<file path="config.mk">
export PLATFORM = sky130hd
export DESIGN_NAME = array_refresh_seq
export DESIGN_NICKNAME = d
export VERILOG_FILES = /design/src/rtl/refresh_pkg.sv /design/src/rtl/refresh_addr_ctr.sv /design/src/rtl/refresh_verify.sv /design/src/rtl/refresh_fsm.sv /design/src/rtl/array_refresh_seq.sv
export SDC_FILE = /design/constraint.sdc
export NUM_CORES = 1
export LEC_CHECK = 0
export ABC_AREA = 1
export BUFFER_PORTS_ARGS = -buffer_cell sky130_fd_sc_hd__buf_4
export CORE_MARGIN = 2
export CORE_UTILIZATION = 30
export DETAILED_ROUTE_END_ITERATION = 12
export SETUP_SLACK_MARGIN = 0.3
export SYNTH_ARGS = -nofsm -noshare
export SYNTH_HDL_FRONTEND = slang
export SYNTH_SLANG_ARGS = --single-unit
</file>
<file path="constraint.sdc">
create_clock -name clk -period 4.25 [get_ports clk]
set_clock_uncertainty 0.1 [all_clocks]
set_input_delay 0.85 -clock clk [delete_from_list [all_inputs] [get_ports clk]]
set_output_delay 0.85 -clock clk [all_outputs]
set_load 0.01 [all_outputs]
</file>
<file path="src/rtl/refresh_pkg.sv">
package refresh_pkg;
  typedef enum logic [2:0] {
    CMD_NOP      = 3'd0,
    CMD_WREN_SET = 3'd1,
    CMD_WREN_CLR = 3'd2,
    CMD_READ     = 3'd3,
    CMD_UNLOCK   = 3'd4,
    CMD_WSTART   = 3'd5
  } cmd_e;

  typedef enum logic [3:0] {
    S_IDLE, S_MASK, S_WREN, S_RD, S_RCAP, S_UNL1, S_UNL2,
    S_WRS, S_WAIT, S_VRD, S_VCAP, S_FIN, S_REL
  } state_e;
endpackage

</file>
<file path="src/rtl/refresh_addr_ctr.sv">
module refresh_addr_ctr #(
  parameter int AW = 8
) (
  input  logic          clk,
  input  logic          rst,
  input  logic          clr,
  input  logic          inc,
  output logic [AW-1:0] addr_q,
  output logic          last
);
  localparam logic [AW-1:0] TOP = {AW{1'b1}};

  always_ff @(posedge clk) begin
    if (rst || clr) addr_q <= '0;
    else if (inc)   addr_q <= addr_q + 1'b1;
  end

  assign last = (addr_q == TOP);

  AST_ADDR_STEP: assert property (@(posedge clk) disable iff (rst)
    (inc && !clr) |=> (addr_q == $past(addr_q) + 1'b1));
endmodule

</file>
<file path="src/rtl/refresh_verify.sv">
module refresh_verify #(
  parameter int AW = 8,
  parameter int DW = 8
) (
  input  logic          clk,
  input  logic          rst,
  input  logic          clr,
  input  logic          cap,
  input  logic          chk,
  input  logic [DW-1:0] rdata,
  input  logic [AW-1:0] addr,
  output logic [DW-1:0] held_q,
  output logic          fail_q,
  output logic [AW-1:0] fail_addr_q,
  output logic [DW-1:0] fail_mask_q
);
  logic [DW-1:0] diff;
  assign diff = held_q ^ rdata;

  always_ff @(posedge clk) begin
    if (rst) held_q <= '0;
    else if (cap) held_q <= rdata;
  end

  always_ff @(posedge clk) begin
    if (rst || clr) begin
      fail_q      <= 1'b0;
      fail_addr_q <= '0;
      fail_mask_q <= '0;
    end else if (chk && (diff != '0) && !fail_q) begin
      fail_q      <= 1'b1;
      fail_addr_q <= addr;
      fail_mask_q <= diff;
    end
  end

  AST_FAIL_STICKY: assert property (@(posedge clk) disable iff (rst)
    (fail_q && !clr) |=> (fail_q && $stable(fail_addr_q) && $stable(fail_mask_q)));
endmodule

</file>
<file path="src/rtl/refresh_fsm.sv">
module refresh_fsm
  import refresh_pkg::*;
#(
  parameter int          DW       = 8,
  parameter logic [7:0]  UNLOCK_A = 8'h55,
  parameter logic [7:0]  UNLOCK_B = 8'hAA
) (
  input  logic          clk,
  input  logic          rst,
  input  logic          start,
  input  logic          abort,
  input  logic          imask_ack,
  input  logic          ctl_busy,
  input  logic          last_byte,
  input  logic [DW-1:0] held_byte,
  output logic [2:0]    cmd_o,
  output logic [DW-1:0] wdata_q,
  output logic          inhibit_q,
  output logic          done_q,
  output logic          sweep_clr,
  output logic          addr_inc,
  output logic          cap_en,
  output logic          chk_en
);
  localparam logic [DW-1:0] KEY_A = DW'(UNLOCK_A);
  localparam logic [DW-1:0] KEY_B = DW'(UNLOCK_B);

  state_e        state_q, state_d;
  cmd_e          cmd_q, cmd_d;
  logic [DW-1:0] wdata_d;
  logic          abort_q, complete_q;

  assign sweep_clr = (state_q == S_IDLE) && start;
  assign addr_inc  = (state_q == S_VCAP);
  assign cap_en    = (state_q == S_RCAP);
  assign chk_en    = (state_q == S_VCAP);
  assign cmd_o     = cmd_q;

  always_comb begin
    state_d = state_q;
    case (state_q)
      S_IDLE:  if (start) state_d = S_MASK;
      S_MASK:  if (imask_ack) state_d = S_WREN;
      S_WREN:  state_d = S_RD;
      S_RD:    state_d = S_RCAP;
      S_RCAP:  state_d = S_UNL1;
      S_UNL1:  state_d = S_UNL2;
      S_UNL2:  state_d = S_WRS;
      S_WRS:   state_d = S_WAIT;
      S_WAIT:  if (!ctl_busy) state_d = S_VRD;
      S_VRD:   state_d = S_VCAP;
      S_VCAP:  state_d = (last_byte || abort_q || abort) ? S_FIN : S_RD;
      S_FIN:   state_d = S_REL;
      S_REL:   state_d = S_IDLE;
      default: state_d = S_IDLE;
    endcase
  end

  always_comb begin
    cmd_d   = CMD_NOP;
    wdata_d = '0;
    case (state_d)
      S_WREN: cmd_d = CMD_WREN_SET;
      S_RD, S_VRD: cmd_d = CMD_READ;
      S_UNL1: begin cmd_d = CMD_UNLOCK; wdata_d = KEY_A; end
      S_UNL2: begin cmd_d = CMD_UNLOCK; wdata_d = KEY_B; end
      S_WRS:  begin cmd_d = CMD_WSTART; wdata_d = held_byte; end
      S_FIN:  cmd_d = CMD_WREN_CLR;
      default: ;
    endcase
  end

  always_ff @(posedge clk) begin
    if (rst) begin
      state_q    <= S_IDLE;
      cmd_q      <= CMD_NOP;
      wdata_q    <= '0;
      inhibit_q  <= 1'b0;
      done_q     <= 1'b0;
      abort_q    <= 1'b0;
      complete_q <= 1'b0;
    end else begin
      state_q   <= state_d;
      cmd_q     <= cmd_d;
      wdata_q   <= wdata_d;
      inhibit_q <= (state_d != S_IDLE) && (state_d != S_REL);
      done_q    <= (state_d == S_REL) && complete_q;
      if (state_q == S_IDLE)      abort_q <= 1'b0;
      else if (abort)             abort_q <= 1'b1;
      if (state_q == S_IDLE)      complete_q <= 1'b0;
      else if (addr_inc && last_byte) complete_q <= 1'b1;
    end
  end

  AST_CMD_UNDER_INHIBIT: assert property (@(posedge clk) disable iff (rst)
    (cmd_q != CMD_NOP) |-> inhibit_q);
  AST_WSTART_AFTER_KEYS: assert property (@(posedge clk) disable iff (rst)
    (cmd_q == CMD_WSTART) |-> ($past(cmd_q) == CMD_UNLOCK && $past(wdata_q) == KEY_B));
  AST_HOLD_WHILE_BUSY: assert property (@(posedge clk) disable iff (rst)
    (state_q == S_WAIT && ctl_busy) |=> (cmd_q == CMD_NOP));
  AST_DONE_ONE_CYCLE: assert property (@(posedge clk) disable iff (rst)
    done_q |=> !done_q);
  AST_START_IGNORED: assert property (@(posedge clk) disable iff (rst)
    (state_q != S_IDLE && state_q != S_MASK && start) |=> (state_q != S_MASK));
  AST_ABORT_FINISHES: assert property (@(posedge clk) disable iff (rst)
    (state_q == S_VCAP && abort_q) |=> (cmd_q == CMD_WREN_CLR));
endmodule

</file>
<file path="src/rtl/array_refresh_seq.sv">
module array_refresh_seq #(
  parameter int         AW       = 8,
  parameter int         DW       = 8,
  parameter logic [7:0] UNLOCK_A = 8'h55,
  parameter logic [7:0] UNLOCK_B = 8'hAA
) (
  input  logic          clk,
  input  logic          rst,
  input  logic          start,
  input  logic          abort,
  input  logic          imask_ack,
  input  logic          ctl_busy,
  input  logic [DW-1:0] ctl_rdata,
  output logic [2:0]    bus_cmd,
  output logic [AW-1:0] bus_addr,
  output logic [DW-1:0] bus_wdata,
  output logic          done,
  output logic          irq_inhibit,
  output logic          vfail,
  output logic [AW-1:0] vfail_addr,
  output logic [DW-1:0] vfail_mask
);
  logic          sweep_clr, addr_inc, cap_en, chk_en, last_byte;
  logic [DW-1:0] held_byte;

  refresh_addr_ctr #(.AW(AW)) u_addr (
    .clk(clk), .rst(rst), .clr(sweep_clr), .inc(addr_inc),
    .addr_q(bus_addr), .last(last_byte)
  );

  refresh_verify #(.AW(AW), .DW(DW)) u_verify (
    .clk(clk), .rst(rst), .clr(sweep_clr), .cap(cap_en), .chk(chk_en),
    .rdata(ctl_rdata), .addr(bus_addr), .held_q(held_byte),
    .fail_q(vfail), .fail_addr_q(vfail_addr), .fail_mask_q(vfail_mask)
  );

  refresh_fsm #(.DW(DW), .UNLOCK_A(UNLOCK_A), .UNLOCK_B(UNLOCK_B)) u_fsm (
    .clk(clk), .rst(rst), .start(start), .abort(abort),
    .imask_ack(imask_ack), .ctl_busy(ctl_busy), .last_byte(last_byte),
    .held_byte(held_byte), .cmd_o(bus_cmd), .wdata_q(bus_wdata),
    .inhibit_q(irq_inhibit), .done_q(done), .sweep_clr(sweep_clr),
    .addr_inc(addr_inc), .cap_en(cap_en), .chk_en(chk_en)
  );
endmodule

</file>
==> results.md, run 1 <==
- Normalized max-slew margin: 29.1%
- R2r startpoint: u_fsm.state_q[1]
- DRC: 0
- Initial DRC count: between 50 and 60
- Pin count of the biggest net entering global routing: 32
- Switching component of the power: 246 uW
- CTS H-Tree Depth: 2
- IO buf count: ~50
- Count of cell instances traversed by the critical path: 5
- Fraction of synthesized cell area taken by the top area cell type: a little under half
- Wire length reported by the detailed router: ~5.2 mm
- Cell Rows: 31
- Area of the die: roughly 0.0084 mm^2
- Count of maximum capacitance violations: 0
- Number of antenna violations at the first check in global routing: 0
- Highest metal layer with signal wires: met4
- Type of the worst setup path: reg2reg
- Clock edge transition at the registers on the reported setup and hold paths: 0.09 ns
- Number of cells upsized or downsized after cts: 0
- Post-detailed-placement half-perimeter wirelength: 3.85 mm
- Via count of the first global-routing pass: 1,930
- Number of top-level pins: between 50 and 60
- Biggest fanout along the worst timing path: 31
- Area growth from synthesis to final layout: 23.5%
- Startpoint class of the critical path: flop
- Biggest area consumer among synthesized cells: sky130_fd_sc_hd__dfxtp_1
- Critical path's slowest cell: sky130_fd_sc_hd__nand3_1
- Total number of yosys warnings: 0
- Logic depth of the worst register-to-register path: 5
- Gate power share: about 14%
- Unrepaired setup endpoints after global routing: false
- Launching element of the worst setup path: u_fsm.state_q[1]
- Met1 wire length: roughly 2.7 mm
- Worst R2R Setup Slack: 1.78 ns
- Main area contributors after synthesis: sky130_fd_sc_hd__dfxtp_1 (45%), sky130_fd_sc_hd__nand2_1 (16%), sky130_fd_sc_hd__inv_1 (9.8%), sky130_fd_sc_hd__nor2_1 (7.7%), sky130_fd_sc_hd__a21oi_1 (5.9%)
- Post-synth net total: roughly 360
- Arrival time reported for the critical path endpoint: around 2.6 ns
- Antenna diode count: 0
- Grt ovf: 0
- Vias: roughly 2,100
- Fraction of power consumed by the clock network: 30.9%
- Part of the Yosys area used for sequential elements: a little under half
- Wire length of the first global-routing pass: about 8.9 mm
- Slew at the pin closest to its max-slew limit: roughly 1.1 ns
- CTS Hold Buffers Added: 0
- Routed wirelength normalized by instance count: ~11 um
- Most frequent cells in the layout: sky130_fd_sc_hd__nand2_1 (100), sky130_fd_sc_hd__inv_1 (60), sky130_fd_sc_hd__dfxtp_1 (52)
- Type of destination of the critical path: flop
- Design Power: 930 uW
- Max Freq: 404 MHz
- PD cells: around 330 mW/mm^2
- Die X: ~92 um
- Maximum root-to-sink buffer count: 2
- Post CTS Setup Buffer Count: 0
- CTS Root Cell: sky130_fd_sc_hd__clkbuf_8
- Aggregate global-route resource usage: between 10% and 20%
- Period utilization: between 50% and 60%
- Initial standard-cell utilization of the core: approximately a third
- Area of the core: about 0.0073 mm^2
- Family with the most delay on the worst path: simple AND/OR/NAND/NOR gates
- Pins over their slew limit: 0
- Hold WC Path Type: reg2reg
- Run status: finished clean
- Total internal power: 684 uW
- Most common cell type on the critical path: sky130_fd_sc_hd__nor2_1
- Critical register-to-register path endpoint: u_verify.fail_mask_q[7]
- Clock tree sinks: 52
- TritonCTS clock tree: built
- Switching Fraction: about a quarter
- Critical Path, Cell by Cell: nand2_2, nor2_2, nand3_1, nor2_1, nor2_1
- Netlist area before placement: approximately 0.0023 mm^2
- Inserted Clock Buffers: 5
- Total of flip-flops plus latches after synthesis: 52
- Max rail drop VDD: between 100 and 150 uV
- Part of the power in registers: between 50% and 60%
- Max incr delay on CP: about 0.85 ns
- RePlAce Congestion: ~0.77
- Routed via count divided by cell count: about 4.3
- Final count of hold timing violations: 0
- Bufs and invs on worst path: 0
- Count of unique library cells instantiated by Yosys: 26
- Final sum of negative setup slack: 0 ns
- Most common cell after layout, fill and taps aside: sky130_fd_sc_hd__nand2_1
- Number of nets at the end of the flow: ~410
- Post-Syn Area per Cell: approximately 6.7 um^2
- Ratio of cells with drive above 1 in the final layout: approximately 16%
- Height of the chip: slightly above 90 um
- Setup violators final: 0
- Critical path endpoint: u_verify.fail_mask_q[7]
- Pre-antenna DRT Iters: 4
- Endpoint required time on the critical path: between 4 and 5 ns
- Startpoint of the tightest hold check path: u_fsm.complete_q
- Routed wire length on met2: between 2 and 2.5 mm
- Number of antenna-violating nets in the routed design: 0
- Skew-Pair Late Insertion Delay: 0.30 ns
- Gate Count Post-Synth: 346
- Final critical-path required period: 2.47 ns
- Reported leakage power: around 0.0014 uW
- Met3 wirelength from detailed routing: about 260 um
- Filler cells: slightly below 800
-- through the flow --
stage	utilization [%]	instance area [um^2]	instances	setup slack (ns)	hold slack, ns
finish	38.8	2850	494	1.78	0.356
global route	38.8	2850	494	1.46	0.391
CTS	38.8	2850	494	1.78	0.359
detailed placement	37.6	2760	486	1.53	0.345
global placement	37.6	2760	486	1.56	0.344
floorplan	-	2300	346	2.30	0.322
-- layout make-up --
cell class,count,area [um^2],area share [%]
repair buffers,51,383,13.5
well taps,99,124,4.35
clock buffers,8,90.1,3.16
flip-flops and latches,52,1040,36.6
inverters,63,239,8.40
multi-input cells,221,970,34.1
-- power by group through the flow --
stage	registers (uW)	clock network (uW)	logic, uW
global placement	528	0	125
floorplan	530	0	81.2
detailed placement	528	0	126
finish	517	287	126
CTS	517	299	127
global route	520	316	144
-- tightest hold or removal path: stages, from the launching register on --
cell                      delay, ns
sky130_fd_sc_hd__dfxtp_1       0.31
sky130_fd_sc_hd__inv_1         0.06
sky130_fd_sc_hd__nor3_1        0.05
-- logic make-up (layout without fill, tap and decap cells) --
group | after synthesis | in the layout | synth area share, %
simple gates | 176 | 176 | 31.5
buf+inv | 73 | 122 | 12.8
flops | 52 | 52 | 45.2
compound gates | 43 | 43 | 9.66
fa+ha+maj | 1 | 1 | 0.543
xor+xnor | 1 | 1 | 0.380
-- per-layer routing --
layer | track usage [%] | vias to the layer above
met5 | 0 | -
met4 | 3.41 | 0
met3 | 3.45 | 2
met2 | 20.3 | 42
met1 | 17.5 | 932
li1 | - | 1149
-- registers in the layout, summed over array words and instances (netlist names) --
signal / count
u_addr.addr_q: 8
u_fsm.abort_q: 1
u_fsm.cmd_o: 3
u_fsm.complete_q: 1
u_fsm.done_q: 1
u_fsm.inhibit_q: 1
u_fsm.state_q: 4
u_fsm.wdata_q: 8
u_verify.fail_addr_q: 8
u_verify.fail_mask_q: 8
u_verify.fail_q: 1
u_verify.held_q: 8
-- worst min-delay path by stage --
stage                         endpoint  slack (ns)  depth (start not counted)
after global routing      u_fsm.done_q        0.39                          2
after CTS                 u_fsm.done_q        0.36                          2
after global placement    u_fsm.done_q        0.34                          2
final                     u_fsm.done_q        0.36                          2
after detailed placement  u_fsm.done_q        0.35                          2
after floorplan           u_fsm.done_q        0.32                          2
-- cell usage after synthesis (all sizes together) --
master	n
nor2	49
nor3	10
a21oi	27
o21ai	11
nand4	5
clkbuf	4
nand2	101
o21a	1
inv	62
clkinv	1
buf	6
nand3	10
nand3b	1
ha	1
dfxtp	52
a31oi	4
xnor2	1
Note: power is estimated with default switching activity, not from simulation.
==> run 2, diff against run 1 <==
==> constraint.sdc (replaced) <==
create_clock -name clk -period 2 [get_ports clk]
set_clock_uncertainty 0.1 [all_clocks]
set_input_delay 0.4 -clock clk [delete_from_list [all_inputs] [get_ports clk]]
set_output_delay 0.4 -clock clk [all_outputs]
set_load 0.01 [all_outputs]
==> results.md, run 2 (same netlist as run 1, synthesis figures left out) <==
- Run status: finished clean
- Cell Rows: 31 (unchanged)
- Number of top-level pins: 52 (unchanged)
- Final count of hold timing violations: 0 (unchanged)
- Worst hold path endpoint: u_fsm.abort_q
- Max incr delay on CP: 0.40 ns (-0.45 ns)
- Reported leakage power: 0.00146 uW (+3.0%)
- Max Freq: 647 MHz (+60%)
- Vias: 2,154 (+1.4%)
- Critical Path, Cell by Cell: ha_1, inv_1, nor2_1, nand2_1, nand2_1, nand2_1, nand2_1, nand3_1, a21oi_1
- Final critical-path required period: 1.54 ns (-0.928 ns)
- Pin count of the biggest net entering global routing: 32 (unchanged)
- Most common cell after layout, fill and taps aside: sky130_fd_sc_hd__nand2_1
- Critical register-to-register path endpoint: u_fsm.cmd_o[1]
- Initial DRC count: 62 (+17%)
- Number of antenna violations at the first check in global routing: 0 (unchanged)
- Clock tree sinks: 52 (unchanged)
- Final sum of negative setup slack: 0 ns (unchanged)
- Most common cell type on the critical path: sky130_fd_sc_hd__nand2_1
- Routed wirelength normalized by instance count: 10.4 um (-1.9%)
- Ratio of cells with drive above 1 in the final layout: 18.2% (+2.0 points)
- CTS Root Cell: sky130_fd_sc_hd__clkbuf_8
- Post CTS Setup Buffer Count: 0 (unchanged)
- Via count of the first global-routing pass: 1,875 (-2.8%)
- Area of the core: 0.00733 mm^2 (unchanged)
- Die X: 91.7 um (unchanged)
- Maximum root-to-sink buffer count: 2 (unchanged)
- DRC: 0 (unchanged)
- Startpoint of the tightest hold check path: abort
- CTS H-Tree Depth: 2 (unchanged)
- Endpoint required time on the critical path: 2.14 ns (-2.20 ns)
- Worst hold margin: 0.231 ns (-0.124 ns)
- RePlAce Congestion: 0.844 (+9.4%)
- Startpoint class of the critical path: flop
- CTS Hold Buffers Added: 0 (unchanged)
- Post-detailed-placement half-perimeter wirelength: 3.89 mm (+1.2%)
- TritonCTS clock tree: built
- Number of antenna-violating nets in the routed design: 0 (unchanged)
- Setup violators final: 0 (unchanged)
- Number of nets at the end of the flow: 416 (+1.7%)
- Grt ovf: 0 (unchanged)
- Pins over their slew limit: 0 (unchanged)
- Aggregate global-route resource usage: 12.5% (-0.43 points)
- Hold WC Path Type: in2reg
- Hold Path Depth: 3 (+1)
- Area of the die: 0.00840 mm^2 (unchanged)
- Pre-antenna DRT Iters: 4 (unchanged)
- Type of the worst setup path: reg2reg
- Logic depth of the worst register-to-register path: 9 (+4)
- Routed via count divided by cell count: 4.30 (about the same)
- Wire length of the first global-routing pass: 8.57 mm (-3.6%)
- Initial standard-cell utilization of the core: 31.4% (unchanged)
- Normalized max-slew margin: 64.7% (+36 points)
- Period utilization: 77.2% (+19 points)
- Inserted Clock Buffers: 5 (unchanged)
- R2r startpoint: u_addr.addr_q[0]
- Wire length reported by the detailed router: 5.20 mm (-0.52%)
- Slew at the pin closest to its max-slew limit: 0.523 ns (-0.537 ns)
- Type of destination of the critical path: flop
- Antenna diode count: 0 (unchanged)
- Clock edge transition at the registers on the reported setup and hold paths: 0.09 ns (about the same)
- Arrival time reported for the critical path endpoint: 1.68 ns (-0.88 ns)
- Height of the chip: 91.7 um (unchanged)
- Area growth from synthesis to final layout: 26.7%
- Skew-Pair Late Insertion Delay: 0.30 ns (about the same)
- Most frequent cells in the layout: sky130_fd_sc_hd__nand2_1 (100), sky130_fd_sc_hd__inv_1 (60), sky130_fd_sc_hd__buf_4 (57)
- Count of maximum capacitance violations: 0 (unchanged)
- Critical path's slowest cell: sky130_fd_sc_hd__dfxtp_2
- Unrepaired setup endpoints after global routing: false
- Final core occ: 39.8% (+0.99 points)
- Number of cells upsized or downsized after cts: 0 (unchanged)
- Filler cells: 786 (+1.7%)
- Biggest fanout along the worst timing path: 7 (-77%)
- IO buf count: 51 (unchanged)
- Max rail drop VDD: 244 uV (+82%)
- Worst R2R Setup Slack: 0.46 ns (-1.32 ns)
- PD cells: 682 mW/mm^2 (+110%)
-- run 2: cell count changes in the layout (fill, tap and decap cells not counted), sizes merged --
cell | previous run | this run
buf | 51 | 58
-- run 2: metal layers --
metal,track usage (%),wire (um)
met5,0,0
met4,3.79,61
met3,3.62,287
met2,19.4,2290
met1,16.8,2560
-- run 2: critical path, delay by kind of cell (launching register included) --
kind                       cells  cell delay [ns]
AOI/OAI and AO/OA              1             0.14
adders and majority gates      1             0.18
buffers and inverters          1             0.09
DFF                            1             0.40
and+or+nand+nor                6             0.57
-- run 2: worst max-delay path by stage --
stage                                 from  cells past startpoint                       to  slack, ns
after floorplan                        rst                      7  u_verify.fail_addr_q[5]       0.50
after global placement        ctl_rdata[7]                     12  u_verify.fail_addr_q[2]       0.37
after detailed placement      ctl_rdata[7]                     12  u_verify.fail_mask_q[2]       0.33
after CTS                 u_addr.addr_q[0]                      9           u_fsm.cmd_o[1]       0.37
after global routing      u_addr.addr_q[0]                      9           u_fsm.cmd_o[1]       0.31
final                     u_addr.addr_q[0]                      9           u_fsm.cmd_o[1]       0.46
-- run 2: metrics by stage --
stage	setup slack (ns)	area, um^2	total power [uW]	instances
floorplan	0.499	2300	1300	346
finish	0.455	2920	1990	501
detailed placement	0.330	2820	1400	493
CTS	0.368	2910	2020	501
global placement	0.366	2820	1400	493
global route	0.312	2920	2100	501
-- run 2: final cells by class --
cell class / instances / area [um^2] / share of cell area [%]
Sequential cell: 52 / 1040 / 35.7
Multi-Input combinational cell: 221 / 975 / 33.4
Timing Repair Buffer: 58 / 448 / 15.3
Inverter: 63 / 239 / 8.19
Tap cell: 99 / 124 / 4.24
Clock buffer: 8 / 90.1 / 3.09
-- run 2: report_power, final --
part	internal [uW]	switching [uW]	total (uW)
Sequential	1070	25.1	1100
Clock	283	334	617
Combinational	104	172	275
==> run 3, diff against run 2 <==
--- a/config.mk
+++ b/config.mk
@@ -5,7 +5,7 @@
 export SDC_FILE = /design/constraint.sdc
 export NUM_CORES = 1
 export LEC_CHECK = 0
-export ABC_AREA = 1
+export ABC_AREA = 0
 export BUFFER_PORTS_ARGS = -buffer_cell sky130_fd_sc_hd__buf_4
 export CORE_MARGIN = 2
 export CORE_UTILIZATION = 30
==> constraint.sdc (replaced) <==
create_clock -name clk -period 1.3 [get_ports clk]
set_clock_uncertainty 0.1 [all_clocks]
set_input_delay 0.26 -clock clk [delete_from_list [all_inputs] [get_ports clk]]
set_output_delay 0.26 -clock clk [all_outputs]
set_load 0.01 [all_outputs]
==> results.md, run 3 <==
- Biggest area consumer among synthesized cells: sky130_fd_sc_hd__dfxtp_1
- Family with the most delay on the worst path: simple AND/OR/NAND/NOR gates
- Clock tree sinks: 52 (unchanged)
- Pins over their slew limit: 0 (unchanged)
- Endpoint required time on the critical path: 1.44 ns (-0.70 ns)
- Period utilization: 118% (+41 points)
- Area of the core: 0.00733 mm^2 (unchanged)
- Via count of the first global-routing pass: 2,155 (+15%)
- Run status: finished with violations
- Type of destination of the critical path: flop
- Worst R2R Setup Slack: -0.24 ns (-0.69 ns)
- Logic depth of the worst register-to-register path: 5 (-4)
- Startpoint class of the critical path: flop
- Final critical-path setup slack: -0.239 ns (-0.695 ns)
- Final critical-path required period: 1.54 ns (-0.00536 ns)
- Die X: 91.5 um (-0.13%)
- Number of antenna-violating nets in the routed design: 0 (unchanged)
- Cell Rows: 31 (unchanged)
- Aggregate global-route resource usage: 14.5% (+2.0 points)
- CTS H-Tree Depth: 2 (unchanged)
- Launching element of the worst setup path: u_fsm.state_q[0]
- Met3 wirelength from detailed routing: 184 um (-36%)
- Proportion of register bits with asynchronous set or reset after synthesis: 0% (unchanged)
- Count of unique library cells instantiated by Yosys: 45 (+73%)
- Number of enable flip-flop cells after synthesis: 0 (unchanged)
- Unrepaired setup endpoints after global routing: true
- Total of flip-flops plus latches after synthesis: 52 (unchanged)
- Total number of yosys warnings: 0 (unchanged)
- Routed via count divided by cell count: 4.55 (+5.9%)
- R2r startpoint: u_fsm.state_q[0]
- IO buf count: 51 (unchanged)
- Setup violators final: 51 (+51)
- Grt ovf: 0 (unchanged)
- Inserted Clock Buffers: 5 (unchanged)
- Initial DRC count: 45 (-27%)
- Max rail drop VDD: 513 uV (+110%)
- Post-Syn Area per Cell: 8.94 um^2 (+34%)
- Final core occ: 56.1% (+16 points)
- Netlist area before placement: 0.00230 mm^2 (-0.27%)
- Fraction of synthesized cell area taken by the top area cell type: 45.3% (+0.12 points)
- Most used flip-flop cell after synthesis: sky130_fd_sc_hd__dfxtp_1
- Ratio of cells with drive above 1 in the final layout: 66.1% (+48 points)
- Gate Count Post-Synth: 257 (-26%)
- Vias: 2,180 (+1.2%)
- CTS Hold Buffers Added: 0 (unchanged)
- Count of cell instances traversed by the critical path: 5 (-4)
- Count of maximum capacitance violations: 0 (unchanged)
- Worst hold margin: 0.0969 ns (-0.134 ns)
- Number of antenna violations at the first check in global routing: 0 (unchanged)
- Critical Path, Cell by Cell: nand4bb_4, nor2_4, a21boi_2, buf_12, mux2i_1
- Post-synth net total: 272 (-25%)
- Post-detailed-placement half-perimeter wirelength: 4.10 mm (+5.3%)
- Routed wire length on met2: 3.17 mm (+38%)
- DRC: 0 (unchanged)
- Wire length of the first global-routing pass: 9.96 mm (+16%)
- Initial standard-cell utilization of the core: 31.4% (-0.085 points)
- Routed wirelength normalized by instance count: 13.0 um (+25%)
- Part of the Yosys area used for sequential elements: 45.3% (+0.12 points)
- Antenna diode count: 0 (unchanged)
- CTS Root Cell: sky130_fd_sc_hd__clkbuf_8
- Type of the worst setup path: reg2reg
- Main area contributors after synthesis: sky130_fd_sc_hd__dfxtp_1 (45%), sky130_fd_sc_hd__nand2_1 (8.8%), sky130_fd_sc_hd__mux2i_1 (6.1%), sky130_fd_sc_hd__xor2_1 (5.0%), sky130_fd_sc_hd__a21oi_1 (3.9%)
- Number of top-level pins: 52 (unchanged)
- Violated checks: setup timing
- Biggest fanout along the worst timing path: 16 (+9)
- Max Freq: 650 MHz (+0.35%)
- Cell with the most instances after synthesis: sky130_fd_sc_hd__nand2_1
- Commonest cells in the synthesized netlist: sky130_fd_sc_hd__nand2_1 (54), sky130_fd_sc_hd__dfxtp_1 (52), sky130_fd_sc_hd__nor2_1 (24)
- PD cells: 917 mW/mm^2 (+34%)
- Normalized max-slew margin: 68.8% (+4.1 points)
- Bufs and invs on worst path: 1 (unchanged)
- Height of the chip: 91.5 um (-0.13%)
- RePlAce Congestion: 0.801 (-5.1%)
- TritonCTS clock tree: built
- Pre-antenna DRT Iters: 4 (unchanged)
- Area growth from synthesis to final layout: 78.9%
- Final sum of negative setup slack: -7.40 ns (-7.40 ns)
- Reported leakage power: 0.00168 uW (+15%)
- Arrival time reported for the critical path endpoint: 1.68 ns (about the same)
- Final count of hold timing violations: 0 (unchanged)
- Area of the die: 0.00838 mm^2 (-0.26%)
- Skew-Pair Late Insertion Delay: 0.31 ns (about the same)
- Met1 wire length: 2.85 mm (+11%)
- Number of nets at the end of the flow: 394 (-5.3%)
- Slew at the pin closest to its max-slew limit: 0.465 ns (-0.0581 ns)
- Pin count of the biggest net entering global routing: 34 (+6.3%)
- Most frequent cells in the layout: sky130_fd_sc_hd__buf_4 (61), sky130_fd_sc_hd__buf_6 (61), sky130_fd_sc_hd__nand2_1 (38)
- Wire length reported by the detailed router: 6.23 mm (+20%)
- Clock edge transition at the registers on the reported setup and hold paths: 0.10 ns (about the same)
- Hold WC Path Type: in2reg
- Critical path's slowest cell: sky130_fd_sc_hd__dfxtp_4
- Maximum root-to-sink buffer count: 2 (unchanged)
- Max incr delay on CP: 0.39 ns (about the same)
- Critical path endpoint: u_verify.fail_addr_q[3]
- Highest metal layer with signal wires: met4
- Critical register-to-register path endpoint: u_verify.fail_addr_q[3]
-- run 3: worst min-delay path by stage --
stage / cells past startpoint / slack (ns) / from / to
CTS: 3 / 0.1 / ctl_rdata[5] / u_verify.held_q[5]
detailed placement: 2 / 0.35 / u_verify.fail_mask_q[2] / u_verify.fail_mask_q[2]
floorplan: 2 / 0.30 / ctl_rdata[0] / u_verify.held_q[0]
finish: 3 / 0.1 / ctl_rdata[6] / u_verify.held_q[6]
global placement: 2 / 0.34 / u_verify.fail_mask_q[0] / u_verify.fail_mask_q[0]
global route: 3 / 0.08 / ctl_rdata[0] / u_verify.held_q[0]
-- run 3: final cells by class --
cell class	count	area [um^2]
clock buffer	5	68.8
clock inverter	3	21.3
fill	654	3220
inverter	2	7.51
multi-input combinational	189	1490
sequential	52	1110
tap	99	124
timing repair buffer	129	1290
-- run 3: routing by layer --
layer / vias to the layer above / global-route usage [%]
met5: - / 0
met1: 1037 / 19.0
met4: 0 / 3.28
met3: 2 / 2.66
li1: 1104 / -
met2: 37 / 24.8
-- run 3: what timing repair did --
action                                  CTS  global route
resized for setup                       127            41
cloned                                    1             1
setup buffers                            11             9
pin swaps                                21            27
endpoints found under the setup margin   90            90
-- run 3: power by group --
part / internal [uW] / leakage (uW) / switching (uW) / total [uW]
registers: 1650 / 0.000443 / 57.1 / 1710
logic: 599 / 0.00119 / 516 / 1110
clock network: 384 / 0.0000445 / 566 / 950
-- run 3: stage by stage --
step                      instance area, um^2  total power [uW]  instances  setup WS, ns
after floorplan                          2440              2200        257        -0.241
after global placement                   3280              2510        449        -0.258
after detailed placement                 3280              2520        449        -0.276
after CTS                                3880              3680        469        -0.231
after global routing                     4110              3960        479        -0.334
final                                    4110              3770        479        -0.239
-- run 3: logic make-up after synthesis --
kind of cell | Yosys count | share of synthesized area (%)
and+or+nand+nor | 120 | 26.8
AOI/OAI and AO/OA | 39 | 10.9
adders and majority gates | 1 | 0.544
DFF | 52 | 45.3
buffers and inverters | 16 | 4.68
xor gates and xnor gates | 15 | 5.72
muxes | 14 | 6.10
-- run 3: worst register-to-register path, delay by kind of cell, from the launching register on --
kind | cells | cell delay (ns)
DFF | 1 | 0.39
buffers and inverters | 1 | 0.18
muxes | 1 | 0.20
and+or+nand+nor | 2 | 0.40
AOI/OAI and AO/OA | 1 | 0.20
